`src/rtl/evt_pkg.sv`:
```
package evt_pkg;

    typedef enum logic [1:0] {
        DIR_HOLD_LO = 2'd0,
        DIR_UP      = 2'd1,
        DIR_DOWN    = 2'd2,
        DIR_HOLD_HI = 2'd3
    } dir_e;

    localparam int NUM_SRC  = 4;
    localparam int SEL_W    = 3;
    localparam int PAGE_W   = 4;

    localparam logic [SEL_W-1:0] RG_ENA_BIT  = 3'd0;
    localparam logic [SEL_W-1:0] RG_MODE     = 3'd1;
    localparam logic [SEL_W-1:0] RG_DISABLE  = 3'd2;
    localparam logic [SEL_W-1:0] RG_ENABLE   = 3'd3;
    localparam logic [SEL_W-1:0] RG_PRE_LD   = 3'd4;
    localparam logic [SEL_W-1:0] RG_CNT_LD   = 3'd5;
    localparam logic [SEL_W-1:0] RG_KEY      = 3'd6;
    localparam logic [SEL_W-1:0] RG_AUX      = 3'd7;

    typedef struct packed {
        dir_e       dir;
        logic [1:0] spare;
        logic       aux_en;
        logic       narrow;
        logic [1:0] src;
    } mode_t;

endpackage

```
`src/rtl/evt_reg_decode.sv`:
```
module evt_reg_decode
    import evt_pkg::*;
#(
    parameter int                ADDR_W = 16,
    parameter int                DATA_W = 8,
    parameter logic [PAGE_W-1:0] PAGE   = 4'hC
) (
    input  logic              clk,
    input  logic              rst_n,
    input  logic              wr_en,
    input  logic [ADDR_W-1:0] wr_addr,
    input  logic [DATA_W-1:0] wr_data,
    output logic              en_o,
    output dir_e              dir_o,
    output logic              narrow_o,
    output logic [1:0]        src_o,
    output logic              dis_o,
    output logic              pre_ld_o,
    output logic              cnt_ld_o,
    output logic [DATA_W-1:0] ld_val_o
);

    typedef struct packed {
        logic              en;
        mode_t             mode;
        logic [DATA_W-1:0] key;
        logic [DATA_W-1:0] aux;
    } regs_t;

    regs_t regs_d, regs_q;
    logic  dis_d, pre_ld_d, cnt_ld_d;

    logic              page_hit;
    logic [SEL_W-1:0]  sel;
    logic              field_unused;

    assign page_hit = wr_en && (wr_addr[ADDR_W-1 -: PAGE_W] == PAGE);
    assign sel      = wr_addr[SEL_W-1:0];

    always_comb begin
        regs_d   = regs_q;
        dis_d    = 1'b0;
        pre_ld_d = 1'b0;
        cnt_ld_d = 1'b0;
        if (page_hit) begin
            unique case (sel)
                RG_ENA_BIT: begin
                    regs_d.en = wr_data[0];
                    dis_d     = ~wr_data[0];
                end
                RG_MODE:    regs_d.mode = mode_t'(wr_data[7:0]);
                RG_DISABLE: begin
                    regs_d.en = 1'b0;
                    dis_d     = 1'b1;
                end
                RG_ENABLE:  regs_d.en = 1'b1;
                RG_PRE_LD:  pre_ld_d = 1'b1;
                RG_CNT_LD:  cnt_ld_d = 1'b1;
                RG_KEY:     regs_d.key = wr_data;
                RG_AUX:     regs_d.aux = wr_data;
                default:    ;
            endcase
        end
    end

    always_ff @(posedge clk) begin
        if (!rst_n) begin
            regs_q <= '0;
        end else begin
            regs_q <= regs_d;
        end
    end

    assign en_o     = regs_q.en;
    assign dir_o    = regs_q.mode.dir;
    assign narrow_o = regs_q.mode.narrow;
    assign src_o    = regs_q.mode.src;
    assign dis_o    = dis_d;
    assign pre_ld_o = pre_ld_d;
    assign cnt_ld_o = cnt_ld_d;
    assign ld_val_o = wr_data ^ regs_q.key;

    // Stored configuration with no function, and address bits outside the decode.
    assign field_unused = ^{regs_q.aux, regs_q.mode.aux_en, regs_q.mode.spare,
                            wr_addr[ADDR_W-PAGE_W-1:SEL_W]};

    AST_OFF_PAGE_STABLE: assert property (@(posedge clk) disable iff (!rst_n)
        (wr_en && wr_addr[ADDR_W-1 -: PAGE_W] != PAGE) |=> $stable(regs_q))
        else $error("off-page write changed a register");

    AST_OFF_PAGE_NO_PULSE: assert property (@(posedge clk) disable iff (!rst_n)
        !page_hit |-> !(dis_o || pre_ld_o || cnt_ld_o))
        else $error("pulse without page hit");

endmodule

```
`src/rtl/evt_src_select.sv`:
```
module evt_src_select
    import evt_pkg::*;
(
    input  logic               en_i,
    input  dir_e               dir_i,
    input  logic [1:0]         src_i,
    input  logic [NUM_SRC-1:0] strobe_i,
    output logic               tick_o,
    output logic               down_o
);

    logic [NUM_SRC-1:0] hit;
    logic               dir_active;

    for (genvar g = 0; g < NUM_SRC; g++) begin : g_src
        assign hit[g] = strobe_i[g] && (src_i == 2'(g));
    end

    always_comb begin
        dir_active = (dir_i == DIR_UP) || (dir_i == DIR_DOWN);
        tick_o     = en_i && dir_active && (|hit);
        down_o     = (dir_i == DIR_DOWN);
    end

    always_comb begin
        if (tick_o) begin
            AST_TICK_NEEDS_STROBE: assert (strobe_i[src_i])
                else $error("tick without selected strobe");
        end
    end

endmodule

```
`src/rtl/evt_count_core.sv`:
```
module evt_count_core #(
    parameter int W           = 8,
    parameter int NARROW_BITS = 3
) (
    input  logic         clk,
    input  logic         rst_n,
    input  logic         tick_i,
    input  logic         down_i,
    input  logic         narrow_i,
    input  logic         dis_i,
    input  logic         pre_ld_i,
    input  logic         cnt_ld_i,
    input  logic [W-1:0] ld_val_i,
    output logic         irq_o
);

    localparam logic [W-1:0] FULL_MASK   = '1;
    localparam logic [W-1:0] NARROW_MASK = W'((1 << NARROW_BITS) - 1);

    typedef struct packed {
        logic [W-1:0] pre;
        logic [W-1:0] cnt;
        logic         irq;
    } core_t;

    core_t core_d, core_q;

    logic [W-1:0] mask;
    logic [W-1:0] pre_masked;
    logic [W-1:0] pre_moved;
    logic [W-1:0] pre_step;
    logic [W-1:0] cnt_step;
    logic         pre_wrap;
    logic         cnt_wrap;

    always_comb begin
        mask       = narrow_i ? NARROW_MASK : FULL_MASK;
        pre_masked = core_q.pre & mask;
        if (down_i) begin
            pre_wrap  = (pre_masked == '0);
            pre_moved = core_q.pre - W'(1);
            cnt_wrap  = (core_q.cnt == '0);
            cnt_step  = core_q.cnt - W'(1);
        end else begin
            pre_wrap  = (pre_masked == mask);
            pre_moved = core_q.pre + W'(1);
            cnt_wrap  = (core_q.cnt == '1);
            cnt_step  = core_q.cnt + W'(1);
        end
        pre_step = (core_q.pre & ~mask) | (pre_moved & mask);

        core_d = core_q;
        if (dis_i) begin
            core_d.pre = '0;
            core_d.irq = 1'b0;
        end else if (pre_ld_i) begin
            core_d.pre = ld_val_i;
        end else if (cnt_ld_i) begin
            core_d.cnt = ld_val_i;
        end else if (tick_i) begin
            core_d.pre = pre_step;
            if (pre_wrap) begin
                core_d.cnt = cnt_step;
                if (cnt_wrap) begin
                    core_d.irq = 1'b1;
                end
            end
        end
    end

    always_ff @(posedge clk) begin
        if (!rst_n) begin
            core_q <= '0;
        end else begin
            core_q <= core_d;
        end
    end

    assign irq_o = core_q.irq;

    AST_DIS_ACK: assert property (@(posedge clk) disable iff (!rst_n)
        dis_i |=> !core_q.irq)
        else $error("disable left irq high");

    AST_DIS_PRE_ZERO: assert property (@(posedge clk) disable iff (!rst_n)
        dis_i |=> (core_q.pre == '0))
        else $error("disable left prescaler nonzero");

    AST_IRQ_STICKY: assert property (@(posedge clk) disable iff (!rst_n)
        (core_q.irq && !dis_i) |=> core_q.irq)
        else $error("irq dropped without disable");

    AST_IRQ_RISE_CAUSE: assert property (@(posedge clk) disable iff (!rst_n)
        $rose(core_q.irq) |-> $past(tick_i && !dis_i && !pre_ld_i && !cnt_ld_i &&
            (down_i ? (core_q.cnt == '0) : (core_q.cnt == '1))))
        else $error("irq rose without counter wrap");

    AST_NARROW_UPPER_KEEP: assert property (@(posedge clk) disable iff (!rst_n)
        (tick_i && narrow_i && !dis_i && !pre_ld_i && !cnt_ld_i)
        |=> (core_q.pre[W-1:NARROW_BITS] == $past(core_q.pre[W-1:NARROW_BITS])))
        else $error("narrow mode moved upper prescaler bits");

    AST_IDLE_STABLE: assert property (@(posedge clk) disable iff (!rst_n)
        (!tick_i && !dis_i && !pre_ld_i && !cnt_ld_i) |=> $stable(core_q))
        else $error("state moved without cause");

endmodule

```
`src/rtl/evt_irq_timer.sv`:
```
module evt_irq_timer
    import evt_pkg::*;
#(
    parameter int                ADDR_W      = 16,
    parameter int                DATA_W      = 8,
    parameter int                NARROW_BITS = 3,
    parameter logic [PAGE_W-1:0] PAGE        = 4'hC
) (
    input  logic              clk,
    input  logic              rst_n,
    input  logic              wr_en,
    input  logic [ADDR_W-1:0] wr_addr,
    input  logic [DATA_W-1:0] wr_data,
    input  logic              evt_cpu_clk,
    input  logic              evt_ppu_a12,
    input  logic              evt_ppu_rd,
    input  logic              evt_cpu_wr,
    output logic              irq
);

    logic               en;
    dir_e               dir;
    logic               narrow;
    logic [1:0]         src;
    logic               dis, pre_ld, cnt_ld;
    logic [DATA_W-1:0]  ld_val;
    logic [NUM_SRC-1:0] strobes;
    logic               tick, down;

    assign strobes = {evt_cpu_wr, evt_ppu_rd, evt_ppu_a12, evt_cpu_clk};

    evt_reg_decode #(
        .ADDR_W (ADDR_W),
        .DATA_W (DATA_W),
        .PAGE   (PAGE)
    ) u_regs (
        .clk      (clk),
        .rst_n    (rst_n),
        .wr_en    (wr_en),
        .wr_addr  (wr_addr),
        .wr_data  (wr_data),
        .en_o     (en),
        .dir_o    (dir),
        .narrow_o (narrow),
        .src_o    (src),
        .dis_o    (dis),
        .pre_ld_o (pre_ld),
        .cnt_ld_o (cnt_ld),
        .ld_val_o (ld_val)
    );

    evt_src_select u_sel (
        .en_i     (en),
        .dir_i    (dir),
        .src_i    (src),
        .strobe_i (strobes),
        .tick_o   (tick),
        .down_o   (down)
    );

    evt_count_core #(
        .W           (DATA_W),
        .NARROW_BITS (NARROW_BITS)
    ) u_core (
        .clk      (clk),
        .rst_n    (rst_n),
        .tick_i   (tick),
        .down_i   (down),
        .narrow_i (narrow),
        .dis_i    (dis),
        .pre_ld_i (pre_ld),
        .cnt_ld_i (cnt_ld),
        .ld_val_i (ld_val),
        .irq_o    (irq)
    );

    AST_DISABLED_NO_RISE: assert property (@(posedge clk) disable iff (!rst_n)
        !en |=> !$rose(irq))
        else $error("irq rose while disabled");

endmodule

```
`config.mk`:
```
export PLATFORM = sky130hd
export DESIGN_NAME = evt_irq_timer
export DESIGN_NICKNAME = d
export VERILOG_FILES = /design/src/rtl/evt_pkg.sv /design/src/rtl/evt_reg_decode.sv /design/src/rtl/evt_src_select.sv /design/src/rtl/evt_count_core.sv /design/src/rtl/evt_irq_timer.sv
export SDC_FILE = /design/constraint.sdc
export NUM_CORES = 1
export LEC_CHECK = 0
export ABC_AREA = 1
export BUFFER_PORTS_ARGS = -buffer_cell sky130_fd_sc_hd__buf_2
export CAP_MARGIN = 30
export CORE_MARGIN = 1
export CORE_UTILIZATION = 59
export DETAILED_ROUTE_END_ITERATION = 16
export PLACE_DENSITY = 0.81
export SYNTH_ARGS = -nofsm -noshare
export SYNTH_HDL_FRONTEND = slang
export SYNTH_SLANG_ARGS = --single-unit
```
`constraint.sdc`:
```
create_clock -name clk -period 2.14 [get_ports clk]
set_input_delay 0.214 -clock clk [delete_from_list [all_inputs] [get_ports clk]]
set_output_delay 0.214 -clock clk [all_outputs]
set_load 0.05 [all_outputs]
```
## Yosys cells after proc, flatten, opt, wreduce, memory -nomap -nowiden

Cells that the tools add are included.

| cells by class | value |
|---|---|
| eq/ne operators | 15 |
| reductions and logical operators | 24 |
| mux-type cells | 18 |
| $add $sub $neg | 4 |
| bitwise operators | 11 |

Operators by type and width:

| operator | number |
|---|---|
| $mux 8 | 6 |
| $and 8x8->8 | 3 |
| $mux 17 | 1 |
| $add 8x1->8 const B | 2 |
| $logic_not 8->1 | 2 |
| $sub 8x1->8 const B | 2 |
| $eq 3x3->1 const B | 3 |
| $mux 9 | 1 |
| $eq 8x8->1 | 1 |
| $eq 8x8->1 const B | 1 |
| $mux 1 | 8 |
| $not 8->8 | 1 |
| $or 8x8->8 | 1 |
| $reduce_and 2->1 | 4 |
| $xor 8x8->8 | 1 |
| $logic_and 1x1->1 | 7 |
| $eq 2x2->1 const B | 3 |
| $eq 3x2->1 const B | 2 |
| $reduce_bool 2->1 | 3 |
| $not 1->1 | 5 |
| $reduce_and 5->1 | 1 |
| $eq 2x1->1 const B | 2 |
| $eq 4x4->1 const B | 1 |
| $reduce_and 4->1 | 1 |
| other kinds (10) | 10 |

| storage, ports and cells | value |
|---|---|
| output and inout bits | 1 |
| bits in registers | 31 |
| logic and storage cells | 80 |

## Depth between registers and ports, before layout

| logic depth | value |
|---|---|
| depth in word-level cells | 8 |
| depth in mapped cells | 16 |
| mapped depth without buffers | 14 |

## Cells and area by module

A second synthesis with hierarchy kept.

| second synthesis, totals | value |
|---|---|
| cell total of the unflattened synthesis | 397 |
| area total of the unflattened synthesis | 2489.9 sq um |

Modules (own cells, without submodules):

| module | times used | cells an instance | area an instance (sq um) | sequential area each (sq um) |
|---|---|---|---|---|
| evt_count_core | 1 | 266 | 1630.3 | 340.3 |
| evt_reg_decode | 1 | 115 | 784.5 | 280.3 |
| evt_src_select | 1 | 16 | 75.1 | 0.0 |

## Worst setup path after synthesis

OpenSTA, ideal clock, no wires.

| timing path | value |
|---|---|
| path kind | reg2reg |
| start point | reg u_regs.regs_q[22] (netlist: u_regs.dir_o[0]) |
| end point | reg u_core.core_q[7] in the netlist's numbering |
| arrival | 1750 ps |
| stages on the path, launching flop included | 13 |
| library setup time | 112 ps |
| buffers on the path | 1 |
| period minus slack after synthesis | 1861 ps |
| data required time | 2028 ps |
| path slack | 279 ps |
| cell sequence | dfxtp_1 > inv_1 > ha_1 > buf_6 > xor2_1 > ha_1 > or2_2 > nand3_1 > nand3_1 > nand2_1 > nor2_1 > nor2_1 > nor2_1 |

| between the ends | value |
|---|---|
| word-level cells in the longest chain between the ends | 6 |
| elaborated cells between the ends (all ways) | 13 |
| classes of those cells | 2 x eq/ne; 5 x mux; 6 x reduce/logical |

RTL lines:

| item | line | RTL |
|---|---|---|
| start: declaration | evt_reg_decode.sv:30 | `regs_t regs_d, regs_q;` |
| start signal: assignment | evt_reg_decode.sv:70 | `regs_q <= regs_d;` |
| $eq 2x1->1 or $eq 2x2->1 (tied branches) | evt_src_select.sv:20, evt_src_select.sv:22 |  |
| $logic_or 1x1->1 | evt_src_select.sv:20 | `dir_active = (dir_i == DIR_UP) \|\| (dir_i == DIR_DOWN);` |
| $logic_and 1x1->1 (2 in a row) | evt_src_select.sv:21 | `tick_o = en_i && dir_active && (\|hit);` |
| $reduce_bool 2->1 (no source line) | -- |  |
| $reduce_and 4->1 (no source line) | -- |  |
| end signal: assignment | evt_count_core.sv:75 | `core_q <= core_d;` |
| end: declaration | evt_count_core.sv:26 | `core_t core_d, core_q;` |

Several ways; a longest one is shown, not always the timed one. The select of a mux whose other input is x is not followed.
A chain may end at the register's enable or synchronous reset.

## Final worst setup path

| timing path | value |
|---|---|
| start point | reg u_regs.regs_q[22] (netlist: u_regs.dir_o[0]) |
| end point | reg u_core.core_q[13] in the netlist's numbering |

| between the ends | value |
|---|---|
| word-level cells in the longest chain between the ends | 7 |
| elaborated cells between the ends (all ways) | 13 |
| classes of those cells | 2 x eq/ne; 4 x mux; 2 x bitwise; 5 x reduce/logical |

RTL lines:

| item | line | RTL |
|---|---|---|
| $eq 2x2->1 | evt_src_select.sv:20, evt_src_select.sv:22 |  |
| $mux 8 | evt_count_core.sv:39 | `if (down_i) begin` |
| $and 8x8->8 | evt_count_core.sv:50 | `pre_step = (core_q.pre & ~mask) \| (pre_moved & mask);` |
| $or 8x8->8 | evt_count_core.sv:50 |  |
| $mux 17 | evt_count_core.sv:60 | `end else if (tick_i) begin` |
| $mux 8 | evt_count_core.sv:58 | `end else if (cnt_ld_i) begin` |
| $mux 8 | evt_count_core.sv:56 | `end else if (pre_ld_i) begin` |

Several ways; a longest one is shown, not always the timed one. The select of a mux whose other input is x is not followed.

==> results.cfg <==
[outcome]
status = completed

[route]
drt_first_pass_iters = 4
drc_errors = 0
routedWlPerCell_um = 11.5
routed_via_density = 5.10
ant_nets = 0
vias = 2559
routed_wl_um = 5760
drtIter0Drc = 191

[global_routing]
antenna_found_initial = 0
grt_use_total_pct = 29.3
grt_max_degree = 17
grt_first_pass_wirelength_um = 9980
grt_pass1_vias = 2250
overflow = 0

[finish]
final_cells = 502
diodes = 0
final_layout_size_suffix_gt1_share_pct = 13.3
area_delta_synth_final_pct = 9.30
num-fill-cells = 378
nets = 488
fin_util_pct = 68.1

[yosys]
yosys_warnings = 0
yosysSeqAreaShare_pct = 24.5
ys_ff_latch = 31
async_flop_share_pct = 0
ys_types = 31
avgSynthCellArea_um2 = 5.91
synth_edf_count = 0
syn_area_mm2 = 0.00253
synth_cells = 428
syn_nets = 465
synth_top_flop_cell = dfxtp_1

[power]
power_frac_clock_pct = 40.9
p_switching_w = 0.000282
combPwrFrac_pct = 7.0
powerDensity_mw_per_mm2 = 403
p_int_w = 0.000833
ir_drop_v = 0.000604
power.leakage_nw = 1.36
swShare_pct = 25.3
seqPwrFrac_pct = 52.0

[cts]
hold_buffers = 0
cts_buffers = 5
cts_root_buf = clkbuf_8
htreeDepth = 2
cts_buffer_depth = 2
cts_tree = done
path_clk_slew_ns = 0.07
clock_latency_ns = 0.29
clock-sinks = 31

[floorplanning]
die_y_um = 67.5
ios = 32
coreArea_mm2 = 0.00406
die_x_um = 67.5
die_area_mm2 = 0.00455
rows = 23
initial_core_util_pct = 62.3

[timing]
min_period_over_period_pct = 89.9
drv_slew = 0
maxSlewHeadroom_pct = 70.4
skew_ns = 0.00514
rsz0062_at_grt = no
final-hold-violation-count = 0
setup_viol = 0
fin_setup_tns_ns = 0
period_minus_slack_ns = 1.92
max_freq_ghz = 0.520
worst_pin_slew_ns = 0.444

[critical_path]
rrSetupSlack_ns = 0.22
path_cells = inv_1, ha_4, buf_6, nand2_1, inv_1, nor2_1, ha_1, a21o_1, nand2_1, nand2_1, nand2_1, nand2_1, nand2_1, nand2_1, a21oi_1
start_kind = flop
critical_path.endpoint_type = flop
max_stage_delay_ns = 0.30
critPathKind = reg -> reg
crit_top_cell = nand2_1
r2r_end = u_core.core_q[13]
critical_path.slowest_cell = dfxtp_1
cp.required_ns = 2.36
reg2regPathDepth = 15
r2r_start = u_regs.dir_o[0]
critPathMaxFanout = 10
arrival_ns = 2.14

[placed_design]
dp.cells = 494
port_buffers = 22
hpwl_um = 4490
globalplace.congestion = 0.906

[job]
max_cap_violations = 0

[worst_hold_path]
hold_path_class = in -> reg
hp-start = wr_data[5]
min_path_cells = 3
hold_path_end = u_regs.regs_q[13]
==> synth_stat cells (all sizes together) (2+ instances only) <==
cell type  number  share of area (%)
a211oi          8                2.4
inv            71                 11
nand4           6                1.5
nor2           52                9.0
buf             8                2.4
nor3            6                1.2
nand3          43                9.7
xor2           12                4.2
ha              6                3.0
a21oi          26                5.6
nand2         134                 20
a22oi           2               0.59
o21ai          17                3.4
dfxtp          31                 25
==> cell usage in the layout, fill, tap and decap left out, types with 9 or more instances in the layout <==
master	count
a21oi_1	25
buf_2	22
dfxtp_1	31
inv_1	61
inv_2	9
nand2_1	129
nand3_1	40
nor2_1	45
o21ai_0	16
xor2_1	12
==> power by group through the flow <==
| stage | registers [W] | logic [W] | clock network [W] |
|---|---|---|---|
| 2_1_floorplan | 0.000593 | 0.0000390 | 0 |
| 3_3_place_gp | 0.000593 | 0.0000760 | 0 |
| 3_5_place_dp | 0.000593 | 0.0000772 | 0 |
| 4_1_cts | 0.000580 | 0.0000776 | 0.000469 |
| 5_1_grt | 0.000580 | 0.0000869 | 0.000485 |
| 6_report | 0.000580 | 0.0000781 | 0.000456 |
==> flip-flops by register name, summed over array words and instances, names as in the netlist <==
signal,count
u_regs.narrow_o,1
u_regs.en_o,1
u_regs.dir_o,2
u_regs.src_o,2
u_regs.regs_q,8
u_core.irq_o,1
u_core.core_q,16
==> routing by layer <==
layer / up-vias / GRT usage, % / part of all wire (%)
li1: 1389 / - / -
met1: 1097 / 41.0 / 50
met2: 63 / 45.3 / 44
met3: 10 / 5.24 / 4.7
met4: 0 / 8.51 / 1.4
met5: - / 0 / 0
==> cells by family after synthesis <==
logic type | count (synthesis) | share of synthesized area [%]
adder cells (fa/ha/maj) | 6 | 2.97
AND/OR/NAND/NOR | 243 | 42.3
XOR/XNOR | 13 | 4.50
buffers and inverters | 80 | 13.2
flip-flops | 31 | 24.5
AO/OA/AOI/OAI | 55 | 12.5
==> what timing repair did <==
action | CTS | global route
buffers inserted | 0 | 0
gates resized for setup | 0 | 4
setup endpoints to repair | 0 | 10
==> worst max-delay path: cells and delay by family, from the launching register on <==
kind / cells / cell delay (ns)
simple gates: 8 / 0.49
buf+inv: 3 / 0.34
flops: 1 / 0.30
fa+ha+maj: 2 / 0.37
compound gates: 2 / 0.34
==> stage by stage <==
step	setup WS, ns	instance area (um^2)	total power, W	hold slack (ns)
floorplan	0.279	2530	0.000632	0.352
global placement	0.174	2660	0.000669	0.437
detailed placement	0.143	2660	0.000670	0.457
CTS	0.124	2740	0.00113	0.207
global route	0.0132	2760	0.00115	0.215
finish	0.217	2760	0.00111	0.212
==> layout make-up <==
type                       instances  area, um^2  share of cell area (%)
clock buffer                       6        72.6                    2.63
tap                               50        62.6                    2.26
sequential                        31         621                    22.5
timing repair buffer              24         129                    4.66
multi-input combinational        317        1590                    57.7
inverter                          72         273                    9.87
clock inverter                     2        12.5                   0.453
==> how the worst max path moves through the flow <==
stage / endpoint / slack, ns / startpoint
floorplan: u_core.core_q[7] / 0.28 / u_regs.dir_o[0]
detailed placement: u_core.core_q[13] / 0.14 / u_regs.dir_o[0]
global placement: u_core.core_q[6] / 0.17 / u_regs.dir_o[0]
finish: u_core.core_q[13] / 0.22 / u_regs.dir_o[0]
global route: u_core.core_q[15] / 0.01 / u_regs.dir_o[0]
CTS: u_core.core_q[13] / 0.12 / u_regs.dir_o[0]
No activity file was read; power rests on OpenSTA's default activity.
